===== config.mk =====
export PLATFORM = sky130hd
export DESIGN_NAME = adc_serial_host
export DESIGN_NICKNAME = d
export VERILOG_FILES = /design/src/rtl/adc_host_pkg.sv /design/src/rtl/adc_sclk_gen.sv /design/src/rtl/adc_host_seq.sv /design/src/rtl/adc_word_check.sv /design/src/rtl/adc_serial_host.sv
export SDC_FILE = /design/constraint.sdc
export NUM_CORES = 1
export LEC_CHECK = 0
export BUFFER_PORTS_ARGS = -buffer_cell sky130_fd_sc_hd__buf_2
export CORE_MARGIN = 1
export CORE_UTILIZATION = 50
export CTS_CLUSTER_DIAMETER = 100
export DETAILED_ROUTE_END_ITERATION = 8
export PLACE_DENSITY = 0.71
export SYNTH_ARGS = -nofsm -noshare
export SYNTH_HDL_FRONTEND = slang
export SYNTH_HIERARCHICAL = 1
export SYNTH_SLANG_ARGS = --single-unit

===== constraint.sdc =====
create_clock -name clk -period 4.55 [get_ports clk]
set_clock_uncertainty 0.15 [all_clocks]
set_input_delay 0.2275 -clock clk [delete_from_list [all_inputs] [get_ports clk]]
set_output_delay 0.2275 -clock clk [all_outputs]
set_load 0.1 [all_outputs]

===== src/rtl/adc_host_pkg.sv =====
package adc_host_pkg;

    typedef int unsigned u32_t;

    localparam u32_t WORD_W = 8;
    localparam u32_t SEL_W  = 2;
    localparam u32_t CHAN_W = SEL_W + 1;
    localparam u32_t ADDR_W = SEL_W + 2;

    localparam longint unsigned SCLK_MAX_HZ = 600_000;
    localparam longint unsigned SCLK_MIN_HZ = 10_000;

    typedef enum logic [2:0] {
        ST_IDLE,
        ST_ADDR,
        ST_WAIT,
        ST_MSB,
        ST_SE,
        ST_LSB,
        ST_FIN,
        ST_HOLD
    } host_state_e;

    typedef struct packed {
        logic              single;
        logic [CHAN_W-1:0] chan;
        logic              swap;
    } conv_req_t;

    // Phase length in system cycles, forced into the legal serial clock range.
    function automatic u32_t clamp_half(longint unsigned sys_hz, longint unsigned want);
        longint unsigned lo;
        longint unsigned hi;
        longint unsigned pick;
        lo = (sys_hz + 2 * SCLK_MAX_HZ - 1) / (2 * SCLK_MAX_HZ);
        hi = sys_hz / (2 * SCLK_MIN_HZ);
        if (lo < 1) lo = 1;
        if (hi < lo) hi = lo;
        pick = want;
        if (pick < lo) pick = lo;
        if (pick > hi) pick = hi;
        return u32_t'(pick);
    endfunction

    // Minimum select-high time expressed in system cycles (rounded up).
    function automatic u32_t hold_cycles(longint unsigned sys_hz, longint unsigned ns);
        longint unsigned c;
        c = (ns * sys_hz + 64'd999_999_999) / 64'd1_000_000_000;
        if (c < 1) c = 1;
        return u32_t'(c);
    endfunction

    // Multiplexer address sent after the start bit: {mode, odd, sel}.
    function automatic logic [ADDR_W-1:0] addr_code(conv_req_t r);
        logic odd;
        odd = r.single ? r.chan[0] : r.swap;
        return {r.single, odd, r.chan[CHAN_W-1:1]};
    endfunction

endpackage


===== src/rtl/adc_sclk_gen.sv =====
module adc_sclk_gen #(
    parameter int unsigned HALF = 167
) (
    input  logic clk,
    input  logic rst,
    input  logic en,
    output logic sclk,
    output logic rise_p,
    output logic fall_p
);
    localparam int unsigned CW = (HALF < 2) ? 1 : $clog2(HALF);

    logic [CW-1:0] cnt;
    logic          tick;

    assign tick   = en && (cnt == CW'(HALF - 1));
    assign rise_p = tick && !sclk;
    assign fall_p = tick && sclk;

    always_ff @(posedge clk) begin
        if (rst || !en) begin
            cnt  <= '0;
            sclk <= 1'b0;
        end else if (tick) begin
            cnt  <= '0;
            sclk <= !sclk;
        end else begin
            cnt <= cnt + 1'b1;
        end
    end

    // the serial clock parks low whenever the divider is not running
    a_r4_sclk_parks_low: assert property (@(posedge clk) disable iff (rst)
        !en |=> !sclk);

endmodule


===== src/rtl/adc_host_seq.sv =====
module adc_host_seq
    import adc_host_pkg::*;
#(
    parameter int unsigned HOLD_CYC = 44
) (
    input  logic              clk,
    input  logic              rst,
    input  logic              req_valid,
    input  conv_req_t         req,
    input  logic              rise_p,
    input  logic              fall_p,
    input  logic              adc_do,
    input  logic              adc_status,
    output logic              cs_n,
    output logic              di,
    output logic              se_n,
    output logic              busy,
    output logic              sclk_en,
    output logic              done,
    output logic [WORD_W-1:0] msb_word,
    output logic [WORD_W-1:0] lsb_stream
);
    localparam int unsigned BCW = $clog2(ADDR_W + WORD_W + 1);
    localparam int unsigned HCW = (HOLD_CYC < 2) ? 1 : $clog2(HOLD_CYC);

    host_state_e      state;
    logic [ADDR_W:0]  tx;
    logic [BCW-1:0]   bcnt;
    logic [HCW-1:0]   hcnt;

    assign di      = tx[ADDR_W];
    assign busy    = (state != ST_IDLE);
    assign sclk_en = (state != ST_IDLE) && (state != ST_HOLD);

    always_ff @(posedge clk) begin
        if (rst) begin
            state      <= ST_IDLE;
            tx         <= '0;
            bcnt       <= '0;
            hcnt       <= '0;
            cs_n       <= 1'b1;
            se_n       <= 1'b1;
            done       <= 1'b0;
            msb_word   <= '0;
            lsb_stream <= '0;
        end else begin
            done <= 1'b0;
            unique case (state)
                ST_IDLE: if (req_valid) begin
                    state      <= ST_ADDR;
                    cs_n       <= 1'b0;
                    tx         <= {1'b1, addr_code(req)};
                    bcnt       <= '0;
                    msb_word   <= '0;
                    lsb_stream <= '0;
                end
                ST_ADDR: if (fall_p) begin
                    tx <= {tx[ADDR_W-1:0], 1'b0};
                    if (bcnt == BCW'(ADDR_W)) begin
                        state <= ST_WAIT;
                        bcnt  <= '0;
                    end else begin
                        bcnt <= bcnt + 1'b1;
                    end
                end
                ST_WAIT: if (rise_p && adc_status) begin
                    msb_word <= {msb_word[WORD_W-2:0], adc_do};
                    bcnt     <= BCW'(1);
                    state    <= ST_MSB;
                end
                ST_MSB: if (rise_p) begin
                    msb_word <= {msb_word[WORD_W-2:0], adc_do};
                    if (bcnt == BCW'(WORD_W - 1)) begin
                        state <= ST_SE;
                        bcnt  <= '0;
                    end else begin
                        bcnt <= bcnt + 1'b1;
                    end
                end
                ST_SE: if (fall_p) begin
                    se_n  <= 1'b0;
                    state <= ST_LSB;
                end
                ST_LSB: if (rise_p) begin
                    lsb_stream <= {lsb_stream[WORD_W-2:0], adc_do};
                    bcnt       <= bcnt + 1'b1;
                    if (bcnt == BCW'(WORD_W - 1)) state <= ST_FIN;
                end
                ST_FIN: if (fall_p) begin
                    cs_n  <= 1'b1;
                    se_n  <= 1'b1;
                    done  <= 1'b1;
                    bcnt  <= '0;
                    hcnt  <= '0;
                    state <= ST_HOLD;
                end
                ST_HOLD: begin
                    if (hcnt == HCW'(HOLD_CYC - 1)) state <= ST_IDLE;
                    else                            hcnt  <= hcnt + 1'b1;
                end
                default: state <= ST_IDLE;
            endcase
        end
    end

    // a request during the release hold neither lowers select nor restarts
    a_r10_hold_ignores_req: assert property (@(posedge clk) disable iff (rst)
        (state == ST_HOLD && req_valid) |=> (cs_n && (state == ST_HOLD || state == ST_IDLE)));

    // the replay is only sampled with shift-enable already asserted
    a_r7_replay_with_se: assert property (@(posedge clk) disable iff (rst)
        (state == ST_LSB && rise_p) |-> !se_n);

endmodule


===== src/rtl/adc_word_check.sv =====
module adc_word_check
    import adc_host_pkg::*;
(
    input  logic [WORD_W-1:0] msb_word,
    input  logic [WORD_W-1:0] lsb_stream,
    output logic              mismatch
);
    logic [WORD_W-1:0] rev;

    for (genvar i = 0; i < WORD_W; i++) begin : g_rev
        assign rev[i] = lsb_stream[WORD_W-1-i];
    end

    assign mismatch = (rev != msb_word);

endmodule


===== src/rtl/adc_serial_host.sv =====
module adc_serial_host
    import adc_host_pkg::*;
#(
    parameter longint unsigned SYS_CLK_HZ = 200_000_000,
    parameter int unsigned     HALF_DIV   = 170,
    parameter int unsigned     CS_HIGH_NS = 220
) (
    input  logic              clk,
    input  logic              rst,
    input  logic              req_valid,
    input  logic              req_single,
    input  logic [CHAN_W-1:0] req_chan,
    input  logic              req_swap,
    output logic              busy,
    output logic              done,
    output logic [WORD_W-1:0] result,
    output logic              mismatch,
    output logic              adc_cs_n,
    output logic              adc_sclk,
    output logic              adc_di,
    output logic              adc_se_n,
    input  logic              adc_do,
    input  logic              adc_status
);
    localparam int unsigned HALF_EFF = clamp_half(SYS_CLK_HZ, longint'(HALF_DIV));
    localparam int unsigned HOLD_CYC = hold_cycles(SYS_CLK_HZ, longint'(CS_HIGH_NS));
    localparam int unsigned KCW      = $clog2(HOLD_CYC + 1);

    conv_req_t         req;
    logic              rise_p;
    logic              fall_p;
    logic              sclk_en;
    logic [WORD_W-1:0] lsb_stream;

    assign req = '{single: req_single, chan: req_chan, swap: req_swap};

    adc_sclk_gen #(.HALF(HALF_EFF)) u_clk (
        .clk    (clk),
        .rst    (rst),
        .en     (sclk_en),
        .sclk   (adc_sclk),
        .rise_p (rise_p),
        .fall_p (fall_p)
    );

    adc_host_seq #(.HOLD_CYC(HOLD_CYC)) u_seq (
        .clk        (clk),
        .rst        (rst),
        .req_valid  (req_valid),
        .req        (req),
        .rise_p     (rise_p),
        .fall_p     (fall_p),
        .adc_do     (adc_do),
        .adc_status (adc_status),
        .cs_n       (adc_cs_n),
        .di         (adc_di),
        .se_n       (adc_se_n),
        .busy       (busy),
        .sclk_en    (sclk_en),
        .done       (done),
        .msb_word   (result),
        .lsb_stream (lsb_stream)
    );

    adc_word_check u_chk (
        .msb_word   (result),
        .lsb_stream (lsb_stream),
        .mismatch   (mismatch)
    );

    // Saturating count of cycles the select line has been high.
    logic [KCW-1:0] hi_cnt;
    always_ff @(posedge clk) begin
        if (rst)                             hi_cnt <= KCW'(HOLD_CYC);
        else if (!adc_cs_n)                  hi_cnt <= '0;
        else if (hi_cnt != KCW'(HOLD_CYC))   hi_cnt <= hi_cnt + 1'b1;
    end

    // a new select pulse only after the minimum high time
    a_r9_cs_high_min: assert property (@(posedge clk) disable iff (rst)
        $fell(adc_cs_n) |-> (hi_cnt == KCW'(HOLD_CYC)));

    // select low always reported as busy
    a_r2_cs_implies_busy: assert property (@(posedge clk) disable iff (rst)
        !adc_cs_n |-> busy);

    // data to the converter is steady at every rising serial edge
    a_r3_di_steady_at_rise: assert property (@(posedge clk) disable iff (rst)
        $rose(adc_sclk) |-> $stable(adc_di));

    // shift-enable only asserted inside a select pulse
    a_r6_se_inside_cs: assert property (@(posedge clk) disable iff (rst)
        !adc_se_n |-> !adc_cs_n);

    // completion strobe coincides with select release
    a_r8_done_on_cs_rise: assert property (@(posedge clk) disable iff (rst)
        done |-> $rose(adc_cs_n));

endmodule


==> results of run 1 <==
[how the worst max path moves through the flow]
stage | to | slack, ns
2_1_floorplan | u_seq/state[1]$_SDFFE_PP0P_ | 1.05
3_3_place_gp | u_seq/state[1]$_SDFFE_PP0P_ | 1.21
4_1_cts | u_seq/state[1]$_SDFFE_PP0P_ | 1.05
5_1_grt | u_seq/bcnt[2]$_SDFFE_PP0P_ | 0.77
3_5_place_dp | u_seq/state[1]$_SDFFE_PP0P_ | 1.08
6_report | u_seq/state[1]$_SDFFE_PP0P_ | 1.03
[metal layers]
metal	part of all wire, %	GRT usage [%]	vias up
li1	-	-	1066
met1	48	27.2	993
met2	46	33.0	59
met3	4.4	4.83	6
met4	1.1	8.28	0
met5	0	0	-
[power breakdown]
| part | total, uW | switching (uW) | internal, uW |
|---|---|---|---|
| logic | 523 | 355 | 168 |
| clock network | 299 | 134 | 164 |
| registers | 485 | 47.8 | 437 |
| total | 1310 | 537 | 770 |
[final cells by class]
cell class | count | area (um2)
fillers | 462 | 2030
multi-input cells | 217 | 1470
flip-flops and latches | 46 | 921
repair buffers | 25 | 128
well taps | 67 | 83.8
clock buffers | 7 | 76.3
inverters | 11 | 41.3
clock inverters | 1 | 30.0
[cells in the mapped netlist (2+ instances only)]
| cell type | instances | area, um2 |
|---|---|---|
| a211o_1 | 2 | 17.5 |
| a211oi_1 | 2 | 15.0 |
| a21boi_1 | 2 | 15.0 |
| a21oi_1 | 18 | 90.1 |
| a21oi_2 | 2 | 17.5 |
| a311oi_2 | 2 | 30.0 |
| a31oi_1 | 4 | 25.0 |
| and2_1 | 10 | 62.6 |
| and3_1 | 2 | 12.5 |
| and3b_1 | 3 | 26.3 |
| buf_2 | 2 | 10.0 |
| buf_4 | 3 | 22.5 |
| buf_6 | 2 | 22.5 |
| clkbuf_1 | 6 | 22.5 |
| dfxtp_1 | 46 | 921 |
| ha_1 | 5 | 62.6 |
| inv_1 | 11 | 41.3 |
| mux2_1 | 2 | 22.5 |
| mux2i_1 | 12 | 120 |
| nand2_1 | 23 | 86.3 |
| nand2b_1 | 6 | 37.5 |
| nand3_1 | 6 | 30.0 |
| nand4_1 | 4 | 25.0 |
| nor2_1 | 30 | 113 |
| nor2b_1 | 2 | 12.5 |
| nor3_1 | 4 | 20.0 |
| nor4_1 | 3 | 18.8 |
| o211ai_1 | 9 | 67.6 |
| o21ai_0 | 9 | 45.0 |
| o21ai_1 | 3 | 15.0 |
| o32ai_1 | 2 | 17.5 |
| or3_1 | 5 | 31.3 |
| or3b_1 | 2 | 17.5 |
| xnor2_1 | 4 | 35.0 |
| xor2_1 | 11 | 96.3 |
[sequential cells by signal, summed over array words and instances (netlist names), 3 cells and up]
signal,flops
u_seq/msb_word,8
u_clk/cnt,8
u_seq/hcnt,6
u_seq/lsb_stream,8
u_seq/state,3
u_seq/bcnt,4
u_seq/tx,5
[cells by family (layout without fill, tap and decap cells)]
logic type / after synthesis / after routing / share of synthesized area (%)
AOI/OAI and AO/OA: 70 / 70 / 19.7
xor gates and xnor gates: 15 / 15 / 5.23
adders and majority gates: 5 / 5 / 2.49
buffers and inverters: 24 / 44 / 4.73
DFF: 46 / 46 / 36.7
muxes: 15 / 15 / 6.27
and+or+nand+nor: 112 / 112 / 24.9
[stage by stage]
stage | instances | area [um2] | power (uW)
5_1_grt | 374 | 2750 | 1390
6_report | 374 | 2750 | 1310
3_5_place_dp | 366 | 2650 | 1010
4_1_cts | 374 | 2750 | 1320
3_3_place_gp | 366 | 2650 | 1000
2_1_floorplan | 287 | 2510 | 933
[worst reg2reg max path, cell delays in order (launching register included)]
cell and delay [ns]:
dfxtp_1 0.84, nor2_1 0.19, nand2_1 0.14, o21a_1 0.14, nand4b_1 0.16, or3_1 0.36
inv_1 0.33, nor4bb_1 0.16, or2_1 0.30, or4_1 0.52, o22ai_1 0.16
==> flow_metrics.env, run 1 <==
export IMPL_status="completed"
export IMPL_final_common_cell="dfxtp_1"
export IMPL_min_delay_start="req_chan[1]"
export IMPL_area_growth_syn_to_layout_pct=9.56
export IMPL_via_per_inst=5.68
export IMPL_first_iter_violations=125
export IMPL_vias=2124
export IMPL_start_util_pct=52.5
export IMPL_postLayoutCoreUtil_pct=57.5
export IMPL_antenna_found_initial=0
export IMPL_drv_cap=0
export IMPL_mostFrequentLayoutCells="dfxtp_1 (46), nor2_1 (30), buf_2 (24)"
export IMPL_grt_pass1_wl_um=8450
export IMPL_core_um2=4790
export IMPL_power_leakage_uw=0.00109
export IMPL_portBuffers=24
export IMPL_worstMarginPinSlew_ns=1.10
export IMPL_powerDensity_nw_per_um2=475
export IMPL_min_delay_path_class="input port to flop"
export IMPL_hpwl_um=3570
export IMPL_yosysSeqAreaShare_pct=36.7
export IMPL_worst_ep_arrival_time_ns=3.59
export IMPL_critical_path_class="flop to flop"
export IMPL_rows=25
export IMPL_setup_tns_final_ns=0
export IMPL_period_needed_ns=3.52
export IMPL_grt_max_degree=32
export IMPL_wirelength_um=5090
export IMPL_grt_total_usage_pct=20.8
export IMPL_pre_cts_ws_ns=1.08
export IMPL_hold_buffers=0
export IMPL_ys_flop_type="dfxtp_1"
export IMPL_maxSlewViolCount=0
export IMPL_path_depth=10
export IMPL_antennaDiodeCount=0
export IMPL_max_freq_ghz=0.284
export IMPL_ios=25
export IMPL_cts_setup_buffers=0
export IMPL_endpoint_kind="flop"
export IMPL_async_flop_share_pct=0
export IMPL_design_die_area_um2=5310
export IMPL_avgRoutedWirePerCell_um=13.6
export IMPL_synth_nets=302
export IMPL_yosysWarnings=6
export IMPL_slew_headroom_pct=26.6
export IMPL_yosysUniqueCellTypes=63
export IMPL_r2r_end="u_seq/state[1]$_SDFFE_PP0P_"
export IMPL_clk_latency_ns=0.29
export IMPL_cts_htree_levels=2
export IMPL_grt_overflow_total=0
export IMPL_gp_congestion=0.906
export IMPL_critical_path_buf_inv_count=1
export IMPL_worstSetupStartpoint="u_seq/state[2]$_SDFFE_PP0P_"
export IMPL_cp_max_fo=21
export IMPL_min_path_cells=3
export IMPL_vdd_drop_max_mv=0.427
export IMPL_synth_edf_count=0
export IMPL_drive_above_1_share_pct=14.0
export IMPL_hold_violations=0
export IMPL_r2r_start="u_seq/state[2]$_SDFFE_PP0P_"
export IMPL_clock_sinks=46
export IMPL_die_y_um=72.9
export IMPL_ff2ff_path_depth=10
export IMPL_cts_tree="built"
export IMPL_critPathRequiredTime_ns=4.62
export IMPL_ys_ff_latch=46
export IMPL_finalWorstSetupSlack_ns=1.03
export IMPL_path_clk_slew_ns=0.08
export IMPL_die_w_um=72.9
export IMPL_critPathMaxStageDelay_ns=0.84
export IMPL_crit_chain="nor2_1, nand2_1, o21a_1, nand4b_1, or3_1, inv_1, nor4bb_1, or2_1, or4_1, o22ai_1"
export IMPL_reg2reg_setup_slack_ns=1.03
export IMPL_synth_area_per_cell_um2=8.75
export IMPL_synthCells=287
export IMPL_syn_area_um2=2510
export IMPL_critPathSlowestCell="dfxtp_1"
export IMPL_dr_pass1_iters=4
export IMPL_grt_pass1_vias=1845
export IMPL_holdPathEnd="u_seq/tx[0]$_SDFFE_PP0P_"
export IMPL_cpLargestDelayFamily="simple AND/OR/NAND/NOR gates"
export IMPL_drc=0
export IMPL_clockBufferDepth=2
export IMPL_post_cts_resized=0
export IMPL_cp_start_kind="flop"
export IMPL_period_share_pct=77.3
export IMPL_setup_viol=0
export IMPL_numCtsBuffers=5
export IMPL_nets=321
export IMPL_ant_nets=0
export IMPL_rsz0062_at_grt="false"
export IMPL_clockRootBuffer="clkbuf_8"
export IMPL_worst_hold_slack_ns=0.0359
No activity file was read; power rests on OpenSTA's default activity.
==> run 2: changes to the inputs <==
==> constraint.sdc (replaced) <==
create_clock -name clk -period 3.65 [get_ports clk]
set_clock_uncertainty 0.15 [all_clocks]
set_input_delay 0.1825 -clock clk [delete_from_list [all_inputs] [get_ports clk]]
set_output_delay 0.1825 -clock clk [all_outputs]
set_load 0.1 [all_outputs]
==> run 2 against run 1 <==
Net effect: critical path depth is the same; cell count grew 1.6%; global-route usage grew 0.27 points; sequential power grew 19%; largest power group unchanged; worst setup slack lost 0.48 ns; clock-buffer cell count is the same; design area grew 1.7%; largest cell class unchanged; critical endpoint unchanged; register-to-register slack lost 0.48 ns; die area is the same; routed wire length grew 1.7%; hold slack gained 0.0035 ns.
==> flow_metrics.env, run 2 (synthesis gave the netlist of run 1 again) <==
export IMPL_core_um2=4790
export IMPL_critPathRequiredTime_ns=3.72
export IMPL_worst_hold_slack_ns=0.0393
export IMPL_cts_tree="built"
export IMPL_vias=2143
export IMPL_finish_instance_area_um2=2800
export IMPL_cts_setup_buffers=0
export IMPL_max_freq_ghz=0.323
export IMPL_cpLargestDelayFamily="simple AND/OR/NAND/NOR gates"
export IMPL_seq_area_um2=921
export IMPL_critPathMaxStageDelay_ns=0.52
export IMPL_area_growth_syn_to_layout_pct=11.4
export IMPL_worstMarginPinSlew_ns=0.597
export IMPL_setup_viol=0
export IMPL_critical_path_class="flop to flop"
export IMPL_powerDensity_nw_per_um2=580
export IMPL_r2r_start="u_seq/state[1]$_SDFFE_PP0P_"
export IMPL_status="completed"
export IMPL_numCtsBuffers=5
export IMPL_gp_congestion=0.850
export IMPL_grt_max_degree=32
export IMPL_cp_start_kind="flop"
export IMPL_clockBufferDepth=2
export IMPL_period_share_pct=84.8
export IMPL_worst_ep_arrival_time_ns=3.17
export IMPL_mostFrequentLayoutCells="dfxtp_1 (46), nor2_1 (30), buf_2 (24)"
export IMPL_grt_overflow_total=0
export IMPL_avgRoutedWirePerCell_um=13.6
export IMPL_final_common_cell="dfxtp_1"
export IMPL_multi_input_area_um2=1470
export IMPL_endpoint_kind="flop"
export IMPL_die_w_um=72.9
export IMPL_start_util_pct=52.5
export IMPL_min_path_cells=3
export IMPL_ios=25
export IMPL_finalWorstSetupSlack_ns=0.553
export IMPL_cp_max_fo=14
export IMPL_crit_chain="buf_4, nand2_1, o21a_1, nand4b_1, or3_1, inv_1, nor4bb_1, or2_1, or4_1, o22ai_1"
export IMPL_power_leakage_uw=0.00113
export IMPL_drive_above_1_share_pct=16.0
export IMPL_rows=25
export IMPL_design_die_area_um2=5310
export IMPL_drc=0
export IMPL_grt_total_usage_pct=21.0
export IMPL_nFillCells=437
export IMPL_min_delay_path_class="input port to flop"
export IMPL_cts_htree_levels=2
export IMPL_clk_latency_ns=0.29
export IMPL_reg_top3="u_clk/cnt x8, u_seq/lsb_stream x8, u_seq/msb_word x8"
export IMPL_dr_pass1_iters=4
export IMPL_wirelength_um=5180
export IMPL_clockRootBuffer="clkbuf_8"
export IMPL_setup_tns_final_ns=0
export IMPL_grt_pass1_wl_um=8690
export IMPL_antenna_found_initial=0
export IMPL_portBuffers=24
export IMPL_worstSetupStartpoint="u_seq/state[1]$_SDFFE_PP0P_"
export IMPL_path_clk_slew_ns=0.09
export IMPL_slew_headroom_pct=60.2
export IMPL_nets=327
export IMPL_hold_buffers=1
export IMPL_ff2ff_path_depth=10
export IMPL_first_iter_violations=136
export IMPL_die_y_um=72.9
export IMPL_drv_cap=0
export IMPL_rsz0062_at_grt="false"
export IMPL_min_delay_start="adc_do"
export IMPL_clock_sinks=46
export IMPL_hpwl_um=3630
export IMPL_antennaDiodeCount=0
export IMPL_post_cts_resized=0
export IMPL_reg2reg_setup_slack_ns=0.55
export IMPL_via_per_inst=5.64
export IMPL_r2r_end="u_seq/state[1]$_SDFFE_PP0P_"
export IMPL_holdPathEnd="u_seq/lsb_stream[0]$_SDFFE_PP0P_"
export IMPL_grt_pass1_vias=1870
export IMPL_vdd_drop_max_mv=0.321
export IMPL_placed_cell_area_um2=2680
export IMPL_period_needed_ns=3.10
export IMPL_critPathSlowestCell="or4_1"
export IMPL_pre_cts_ws_ns=0.583
export IMPL_hold_violations=0
export IMPL_critical_path_buf_inv_count=2
export IMPL_maxSlewViolCount=0
export IMPL_ant_nets=0
[run 2: cell count changes in the layout (fill, tap and decap cells not counted)]
cell           change
buf_4              +5
bufinv_16          -1
clkbuf_1           -2
clkbuf_8           +2
clkinv_4           +1
dlygate4sd3_1      +1
[run 2: layer usage]
layer	track usage [%]	share of wire, %	vias up
met2	33.2	46	56
met5	0	0	-
met1	29.0	50	998
li1	-	-	1087
met3	4.83	3.9	2
met4	5.45	0.56	0
[run 2: how the worst max path moves through the flow]
| stage | cells past startpoint | end | slack [ns] |
|---|---|---|---|
| finish | 10 | u_seq/state[1]$_SDFFE_PP0P_ | 0.55 |
| global route | 10 | u_seq/state[1]$_SDFFE_PP0P_ | 0.39 |
| CTS | 10 | u_seq/state[1]$_SDFFE_PP0P_ | 0.56 |
| detailed placement | 10 | u_seq/state[1]$_SDFFE_PP0P_ | 0.58 |
| global placement | 10 | u_seq/state[1]$_SDFFE_PP0P_ | 0.69 |
| floorplan | 11 | u_seq/state[1]$_SDFFE_PP0P_ | 0.15 |
[run 2: tightest hold or removal path, cell delays in order]
cell and delay [ns]:
buf_2 0.11, o211ai_1 0.07, a21oi_1 0.07
[run 2: final cells by class]
type / count / area share (%)
multi-input combinational: 217 / 52.6
sequential: 46 / 32.9
timing repair buffer: 31 / 6.26
clock buffer: 7 / 3.44
tap: 67 / 3.00
inverter: 11 / 1.48
clock inverter: 1 / 0.313
[run 2: metrics by stage]
stage / utilization [%] / instances / power [uW]
5_1_grt: 58.5 / 380 / 1720
4_1_cts: 58.5 / 380 / 1630
6_report: 58.5 / 380 / 1620
2_1_floorplan: - / 287 / 1160
3_3_place_gp: 56.1 / 371 / 1270
3_5_place_dp: 56.1 / 371 / 1280
[run 2: power by group]
part           total, uW  internal, uW  switching [uW]  leakage [uW]
registers            577           545            32.4      0.000372
logic                702           228             474      0.000699
clock network        345           174             171     0.0000544
